===== config.mk =====
export PLATFORM = sky130hd
export DESIGN_NAME = ofs_fill_seq
export DESIGN_NICKNAME = d
export VERILOG_FILES = /design/src/rtl/ofs_seq_pkg.sv /design/src/rtl/ofs_byte_capture.sv /design/src/rtl/ofs_next_pick.sv /design/src/rtl/ofs_fill_seq.sv
export SDC_FILE = /design/constraint.sdc
export NUM_CORES = 1
export LEC_CHECK = 0
export BUFFER_PORTS_ARGS = -buffer_cell sky130_fd_sc_hd__clkbuf_2
export CAP_MARGIN = 20
export CORE_UTILIZATION = 50
export CTS_CLUSTER_SIZE = 14
export DETAILED_ROUTE_END_ITERATION = 16
export PLACE_DENSITY = 0.75
export RECOVER_POWER = 50
export SLEW_MARGIN = 25
export SYNTH_ARGS = -nofsm -noshare
export SYNTH_HDL_FRONTEND = slang
export SYNTH_SLANG_ARGS = --single-unit

===== constraint.sdc =====
create_clock -name clk -period 3 [get_ports clk]
set_input_delay 0.3 -clock clk [delete_from_list [all_inputs] [get_ports clk]]
set_output_delay 0.3 -clock clk [all_outputs]
set_load 0.005 [all_outputs]

===== src/rtl/ofs_seq_pkg.sv =====
package ofs_seq_pkg;
  localparam int BUS_W      = 32;
  localparam int ENT_BYTES  = BUS_W / 8;
  localparam int SPAN_BYTES = 2 * ENT_BYTES;

  typedef enum logic [1:0] {
    SZ_LONG = 2'b00,
    SZ_WORD = 2'b10
  } siz_e;

  typedef enum logic {
    S_IDLE = 1'b0,
    S_RUN  = 1'b1
  } st_e;

  // Big-endian pick of four consecutive bytes starting at slot 'first'
  function automatic logic [BUS_W-1:0] pack_be(
    input logic [SPAN_BYTES*8-1:0] b,
    input int first
  );
    logic [BUS_W-1:0] r;
    for (int k = 0; k < ENT_BYTES; k++) begin
      r[BUS_W-1-8*k -: 8] = b[(first+k)*8 +: 8];
    end
    return r;
  endfunction
endpackage


===== src/rtl/ofs_byte_capture.sv =====
module ofs_byte_capture
  import ofs_seq_pkg::*;
(
  input  logic                    clk,
  input  logic                    rst,
  input  logic                    clear,
  input  logic [SPAN_BYTES-1:0]   clear_mask,
  input  logic                    cap_en,
  input  logic                    cap_wide,
  input  logic                    cap_ent,
  input  logic                    cap_word,
  input  logic [BUS_W-1:0]        rdata,
  output logic [SPAN_BYTES-1:0]   have_q,
  output logic [SPAN_BYTES-1:0]   have_d,
  output logic [SPAN_BYTES*8-1:0] bytes_d
);
  logic [SPAN_BYTES*8-1:0] bytes_q;

  // Steer bus lanes into byte slots: wide port fills a whole entry,
  // narrow port fills one half of it from the upper data lanes.
  always_comb begin
    have_d  = have_q;
    bytes_d = bytes_q;
    if (cap_en) begin
      for (int k = 0; k < ENT_BYTES; k++) begin
        if (cap_wide || ((k / 2) == int'(cap_word))) begin
          have_d[(cap_ent ? ENT_BYTES : 0) + k] = 1'b1;
          bytes_d[((cap_ent ? ENT_BYTES : 0) + k)*8 +: 8] =
            rdata[BUS_W-1-8*(cap_wide ? k : (k % 2)) -: 8];
        end
      end
    end
  end

  always_ff @(posedge clk) begin
    if (rst) begin
      have_q  <= '0;
      bytes_q <= '0;
    end else if (clear) begin
      have_q  <= clear_mask;
    end else begin
      have_q  <= have_d;
      bytes_q <= bytes_d;
    end
  end
endmodule


===== src/rtl/ofs_next_pick.sv =====
module ofs_next_pick
  import ofs_seq_pkg::*;
#(
  parameter int ADDR_W = 32
) (
  input  logic [SPAN_BYTES-1:0] have,
  input  logic [SPAN_BYTES-1:0] opm,
  input  logic [ADDR_W-1:0]     base,
  input  logic                  wide_last,
  output logic [ADDR_W-1:0]     nxt_addr,
  output logic [1:0]            nxt_size,
  output logic                  all_done
);
  logic                 ent;
  logic [ENT_BYTES-1:0] eh, eo, miss, gap;
  logic                 wsel;
  logic [ADDR_W-1:0]    ent_base;

  always_comb begin
    ent  = &have[ENT_BYTES-1:0];
    eh   = ent ? have[SPAN_BYTES-1:ENT_BYTES] : have[ENT_BYTES-1:0];
    eo   = ent ? opm[SPAN_BYTES-1:ENT_BYTES]  : opm[ENT_BYTES-1:0];
    miss = eo & ~eh;
    gap  = ~eh;
    // operand words of the entry first, then the remaining word
    if (|miss[1:0])      wsel = 1'b0;
    else if (|miss[3:2]) wsel = 1'b1;
    else if (|gap[1:0])  wsel = 1'b0;
    else                 wsel = 1'b1;
    ent_base = base + (ent ? ADDR_W'(ENT_BYTES) : '0);
    if (wide_last) begin
      nxt_addr = ent_base;
      nxt_size = SZ_LONG;
    end else begin
      nxt_addr = ent_base + ADDR_W'({wsel, 1'b0});
      nxt_size = SZ_WORD;
    end
    all_done = &have;
  end
endmodule


===== src/rtl/ofs_fill_seq.sv =====
module ofs_fill_seq
  import ofs_seq_pkg::*;
#(
  parameter int ADDR_W = 32
) (
  input  logic              clk,
  input  logic              rst,
  input  logic              req_valid,
  input  logic [ADDR_W-1:0] req_addr,
  output logic              busy,
  output logic              bus_cyc,
  output logic [ADDR_W-1:0] bus_addr,
  output logic [1:0]        bus_size,
  input  logic              ack16,
  input  logic              ack32,
  input  logic              sterm,
  input  logic [31:0]       bus_rdata,
  output logic              op_valid,
  output logic [31:0]       op_data,
  output logic              fill_we,
  output logic [ADDR_W-1:0] fill_addr,
  output logic [31:0]       fill_data
);
  st_e                     state;
  logic [ADDR_W-1:0]       base_q;
  logic [SPAN_BYTES-1:0]   opm_q;
  logic [1:0]              off_q;
  logic                    op_done_q;

  logic                    term, wide, accept, cap_en, cap_ent;
  logic [SPAN_BYTES-1:0]   have_q, have_d, clr_mask;
  logic [SPAN_BYTES*8-1:0] bytes_d;
  logic [ADDR_W-1:0]       nxt_addr;
  logic [1:0]              nxt_size;
  logic                    all_done;

  assign term     = ack16 | ack32 | sterm;
  assign wide     = ack32 | sterm;
  assign accept   = (state == S_IDLE) && req_valid;
  assign cap_en   = (state == S_RUN) && bus_cyc && term;
  assign cap_ent  = bus_addr[ADDR_W-1:2] != base_q[ADDR_W-1:2];
  // an aligned operand never touches the second entry: mark it present
  assign clr_mask = (req_addr[1:0] == 2'b00) ?
                    {{ENT_BYTES{1'b1}}, {ENT_BYTES{1'b0}}} : '0;

  ofs_byte_capture u_cap (
    .clk        (clk),
    .rst        (rst),
    .clear      (accept),
    .clear_mask (clr_mask),
    .cap_en     (cap_en),
    .cap_wide   (wide),
    .cap_ent    (cap_ent),
    .cap_word   (bus_addr[1]),
    .rdata      (bus_rdata),
    .have_q     (have_q),
    .have_d     (have_d),
    .bytes_d    (bytes_d)
  );

  ofs_next_pick #(.ADDR_W(ADDR_W)) u_pick (
    .have      (have_d),
    .opm       (opm_q),
    .base      (base_q),
    .wide_last (wide),
    .nxt_addr  (nxt_addr),
    .nxt_size  (nxt_size),
    .all_done  (all_done)
  );

  always_ff @(posedge clk) begin
    if (rst) begin
      state     <= S_IDLE;
      busy      <= 1'b0;
      bus_cyc   <= 1'b0;
      bus_addr  <= '0;
      bus_size  <= SZ_LONG;
      base_q    <= '0;
      opm_q     <= '0;
      off_q     <= '0;
      op_done_q <= 1'b0;
      op_valid  <= 1'b0;
      op_data   <= '0;
      fill_we   <= 1'b0;
      fill_addr <= '0;
      fill_data <= '0;
    end else begin
      op_valid <= 1'b0;
      fill_we  <= 1'b0;
      case (state)
        S_IDLE: begin
          if (req_valid) begin
            state     <= S_RUN;
            busy      <= 1'b1;
            bus_cyc   <= 1'b1;
            bus_addr  <= req_addr;
            bus_size  <= SZ_LONG;
            base_q    <= {req_addr[ADDR_W-1:2], 2'b00};
            opm_q     <= SPAN_BYTES'({ENT_BYTES{1'b1}}) << req_addr[1:0];
            off_q     <= req_addr[1:0];
            op_done_q <= 1'b0;
          end
        end
        S_RUN: begin
          if (term) begin
            if (!op_done_q && ((have_d & opm_q) == opm_q)) begin
              op_valid  <= 1'b1;
              op_data   <= pack_be(bytes_d, int'(off_q));
              op_done_q <= 1'b1;
            end
            if ((&have_d[ENT_BYTES-1:0]) && !(&have_q[ENT_BYTES-1:0])) begin
              fill_we   <= 1'b1;
              fill_addr <= base_q;
              fill_data <= pack_be(bytes_d, 0);
            end else if ((&have_d[SPAN_BYTES-1:ENT_BYTES]) &&
                         !(&have_q[SPAN_BYTES-1:ENT_BYTES])) begin
              fill_we   <= 1'b1;
              fill_addr <= base_q + ADDR_W'(ENT_BYTES);
              fill_data <= pack_be(bytes_d, ENT_BYTES);
            end
            if (all_done) begin
              state   <= S_IDLE;
              busy    <= 1'b0;
              bus_cyc <= 1'b0;
            end else begin
              bus_addr <= nxt_addr;
              bus_size <= nxt_size;
            end
          end
        end
        default: state <= S_IDLE;
      endcase
    end
  end
endmodule


-- Word level (Yosys, flattened, before mapping)
Cells that the tools add are included.
- bits in registers: 247
- latch bits: 0
- RAM bits: 0
- memory bits (read-only): 0
- bits of input ports: 70
- output and inout bits: 134
- word-level logic and storage cells: 173
- memories kept: 0
- add/sub/neg operators: 15
- multipliers: 0
- divide/modulo/power cells: 0
- magnitude comparators: 8
- equal/unequal tests: 7
- shift operators: 15
- multiplexer cells: 68
- bitwise gates (word level): 13
- reductions and logical operators: 32
- operators with widths (operator ; count):
    64-bit 2-to-1 mux ; 8
    64-bit bitwise mux ; 4
    32-bit 2-to-1 mux ; 8
    8-bit by 33-bit variable shift with 64-bit output, first input constant ; 4
    8-bit by 33-bit indexed part select with 64-bit output ; 4
    64-bit by 7-bit indexed part select with 8-bit output ; 3
    32-bit negator with 33-bit output ; 3
    32-bit by 3-bit adder with 32-bit output, second input constant ; 3
    32-bit by 1-bit greater-or-equal comparator with 1-bit output, second input constant ; 3
    32-bit by 5-bit less-than comparator with 1-bit output, second input constant ; 3
    8-bit 2-to-1 mux ; 10
    39-bit by 32-bit indexed part select with 8-bit output ; 2
    32-bit one-hot mux with 2 select lines ; 1
    64-bit by 6-bit indexed part select with 8-bit output ; 1
    6-bit by 32-bit subtractor with 32-bit output, first input constant ; 2
    6-bit negator with 33-bit output ; 1
    32-bit by 2-bit adder with 32-bit output ; 1
    32-bit by 2-bit adder with 32-bit output, second input constant ; 1
    32-bit adder ; 1
    8-bit bitwise OR ; 4
    30-bit != test ; 1
    1-bit 2-to-1 mux ; 19
    4-bit AND reduction ; 4
    3-bit AND reduction ; 5
    28 further kinds ; 62

-- Longest topological paths before layout
- depth after elaboration: 30
- depth in mapped cells: 15
- depth with buffers taken out: 12

-- Modules after synthesis
From an unflattened synthesis, not the netlist that was laid out.
- cell total of the unflattened synthesis: 1521
- area, all modules: 13441.6 µm²
- modules (own cells, without submodules) (module ; times used ; cells an instance ; area an instance (µm²)):
    ofs_fill_seq ; 1 ; 945 ; 8404.3
    ofs_byte_capture ; 1 ; 422 ; 3985.1
    ofs_next_pick ; 1 ; 154 ; 1052.3

-- Worst setup path before layout
No wires, ideal clock.
- kind: register -> register
- from: register base_q[27]
- to: register bus_addr[30]
- arrival time: 2.938 ns
- data required time: 2.868 ns
- slack: -0.070 ns
- stages on the path, launching flop included: 16
- period minus slack after synthesis: 3.070 ns
- cell sequence: dfxtp_1 clkbuf_1 xnor2_1 nand4_1 or4_4 o21ai_2 buf_2 and3_1 ha_1 clkbuf_1 nand3_1 nor3_1 xnor2_1 nand2_1 o221ai_1 a21oi_1
- cells in the longest elaborated chain, start to end: 30
- ends and longest elaborated chain (what ; RTL line ; RTL):
    start, declared ; ofs_fill_seq.sv:25 ; logic [ADDR_W-1:0] base_q;
    start signal, assigned ; ofs_fill_seq.sv:98 ; base_q <= {req_addr[ADDR_W-1:2], 2'b00};
    parallel branches: the longest is 30 deep, another holds 32-bit by 2-bit adder with 32-bit output ; -- ;
    end signal, assigned ; ofs_fill_seq.sv:96 ; bus_addr <= req_addr;
    end signal, assigned ; ofs_fill_seq.sv:126 ; bus_addr <= nxt_addr;
    end, declared ; ofs_fill_seq.sv:12 ; output logic [ADDR_W-1:0] bus_addr,
Several ways; the timed one is not identified. The select of a mux whose other input is x is not followed.
A chain may end at the register's enable or synchronous reset.

-- Final worst setup path
- from: register base_q[7]
- to: register bus_addr[29]
The elaborated chain is that of the path after synthesis.

==> impl_metrics.ini <==
[floorplanning]
dieArea_um2 = 25000
die-height_um = 158
core-area_um2 = 23700
pin_count = 204
fp.dieW_um = 158
initial_utilization_pct = 51.4
std_cell_rows = 56

[final_layout]
nets = 1603
final_cells = 1868
mostFrequentLayoutCells = 241 x dfxtp_1, 184 x nor2_1, 138 x nand2_1, 138 x clkbuf_2, 95 x mux2i_1
layout_commonest_cell = dfxtp_1
areaGrowthSynthToFinish_pct = 20.8
drive_gt1_share_pct = 22.9
design_area_um2 = 14700

[detailed_routing]
vias = 11000
wirelength_mm = 36.9
drt-initial-drc-count = 992
viasPerCell = 5.90
drc = 0
dr.pass1.iters = 7
wl_per_cell_um = 19.8
ant_nets = 0

[critical_path]
criticalPathCategory = reg2reg
crit_arrival_ns = 3.38
start_kind = flop
cp_max_fo = 7
critical_path.slowest_cell = nor4_1
worstPathCellList = buf_4 > and4_1 > nand3_1 > or2_2 > nor4_1 > nand4_1 > xor2_1 > a221o_1 > a21oi_1
cp_slowest_stage_delay_ns = 0.46
cp-end-kind = flop
worstPathRequired_ns = 3.47

[sta]
max_freq_ghz = 0.344
fin_setup_tns_ns = 0
fin_crit_sh_pct = 97.0
relSlewSlack_pct = 50.6
final_max_slew_viol_count = 0
grt_setup_unrepaired = true
fin_worst_skew_ns = 0.0162
fin_crit_ns = 2.91
final_hold_viol_count = 0
tightestPinTransition_ns = 0.720
setup_violations = 0

[yosys]
synth_area_leaders = dfxtp_1 40%, mux2i_1 7.8%, nor2_1 5.7%
yosys.area.top_type = dfxtp_1
synth.distinct_cells = 66
synth_top_area_share_pct = 39.8
netlist_area_um2 = 12200
async_flop_share_pct = 0
synth_ff_type = dfxtp_1
synth_edf_count = 0
synth.avg_cell_area_um2 = 9.09
netlist_instances = 1338
ys_seq_area_share_pct = 39.8
ys_seq_elements = 242
ys.warnings.count = 0

[clock_tree]
insertion_delay_ns = 0.55
htree_num_levels = 1
cts_tree = built
clockBufferDepth = 3
clk_pin_slew_worst_paths_ns = 0.06
numCtsBuffers = 27
cts_root_buf = clkbuf_16
clock-sinks = 242

[global_route]
grt_use_total_pct = 29.0
grt_pass1_vias = 10000
grt_pass1_wl_mm = 56.0
grt_max_degree = 77
grt-ovfl-total = 0
antenna_found_initial = 1

[status]
outcome = finished, final reports clean

[place]
port_buffers = 200
gp_congestion = 0.924
detailed_place_hpwl_mm = 25.4
placedCellCount = 1797
dpl_cell_area_um2 = 13600

[pwr]
p_per_area_nw_per_um2 = 524
p_leak_nw = 5.82
ir_drop_uv = 426
p_total_mw = 7.70

[worst_hold_path]
hold_path.class = in2reg

[job]
cap_viol_max_count = 0
[synthesized netlist by cell type, types with 12 or more instances]
master	instances
a21oi_1	86
mux2_2	27
nor3_1	17
nor2_1	184
xnor2_1	28
mux2i_1	95
dfxtp_1	242
xor2_1	51
mux4_2	21
buf_2	42
a221o_1	17
nand2_1	138
and3_1	12
nand3_1	53
nand2b_1	18
a211oi_1	54
clkbuf_1	68
buf_4	13
nand4_1	25
[kinds of logic (layout without fill, tap and decap cells)]
kind of cell / after synthesis / count (layout) / synth area share [%]
buffers and inverters: 146 / 354 / 6.07
flip-flops: 242 / 242 / 39.8
AO/OA/AOI/OAI: 224 / 224 / 13.1
XOR/XNOR: 83 / 83 / 6.22
multiplexers: 151 / 151 / 15.9
AND/OR/NAND/NOR: 489 / 489 / 18.6
adder cells (fa/ha/maj): 2 / 2 / 0.206
other: 1 / 4 / 0.0308
[critical path: cells and delay by family, from the launching register on]
kind                   cells  cell delay, ns
AND/OR/NAND/NOR            5            1.59
AO/OA/AOI/OAI              2            0.45
flip-flops                 1            0.37
XOR/XNOR                   1            0.23
buffers and inverters      1            0.21
[power by group]
part / switching [mW] / leakage [nW] / internal [mW] / total (mW)
logic: 0.588 / 3.43 / 0.428 / 1.02
clock network: 1.34 / 0.425 / 1.93 / 3.27
registers: 0.0868 / 1.97 / 3.33 / 3.42
[final timing paths]
kind                                    start       endpoint  slack (ns)  cells past startpoint
worst max register to register      base_q[7]   bus_addr[29]        0.09                      9
worst min-delay path              req_addr[6]      base_q[6]        0.02                      3
worst min register to register  fill_data[22]  fill_data[22]        0.45                      2
worst max-delay path                base_q[7]   bus_addr[29]        0.09                      9
[what timing repair did]
item                                   CTS  global route
resized for setup                        0             7
hold buffers                            19             0
endpoints found under the hold margin   19             0
setup endpoints to repair                0             6
buffers inserted                         0             5
[per-layer routing]
layer	wire [um]	vias up	track usage, %	part of all wire [%]
met5	0	-	0	0
met4	1040	0	9.48	2.8
met3	3570	84	5.97	9.7
met2	16100	583	43.7	44
met1	16200	5234	41.2	44
li1	-	5124	-	-
[layout make-up]
cell class	count	area, um^2
inverter	7	26.3
timing repair buffer	301	1900
tap	319	399
sequential	242	4850
clock inverter	7	100
multi-input combinational	952	6670
antenna	1	2.50
fill	2052	8980
clock buffer	39	761
[stage by stage]
step | setup slack [ns] | utilization [%] | hold WS, ns
finish | 0.0911 | 62.1 | 0.0183
global route | -0.0547 | 62.1 | 0.00819
CTS | 0.113 | 62.1 | 0.00172
detailed placement | 0.152 | 57.6 | 0.442
global placement | 0.187 | 57.6 | 0.442
floorplan | 0.0169 | - | 0.410
[state kept, by name, summed over array words and instances, names as in the netlist, 7 cells and up]
| register | count |
|---|---|
| opm_q | 7 |
| bus_addr | 32 |
| fill_data | 32 |
| u_cap.have_q | 8 |
| fill_addr | 30 |
| op_data | 32 |
| base_q | 30 |
| u_cap.bytes_q | 64 |
(Power assumes the default switching activity.)
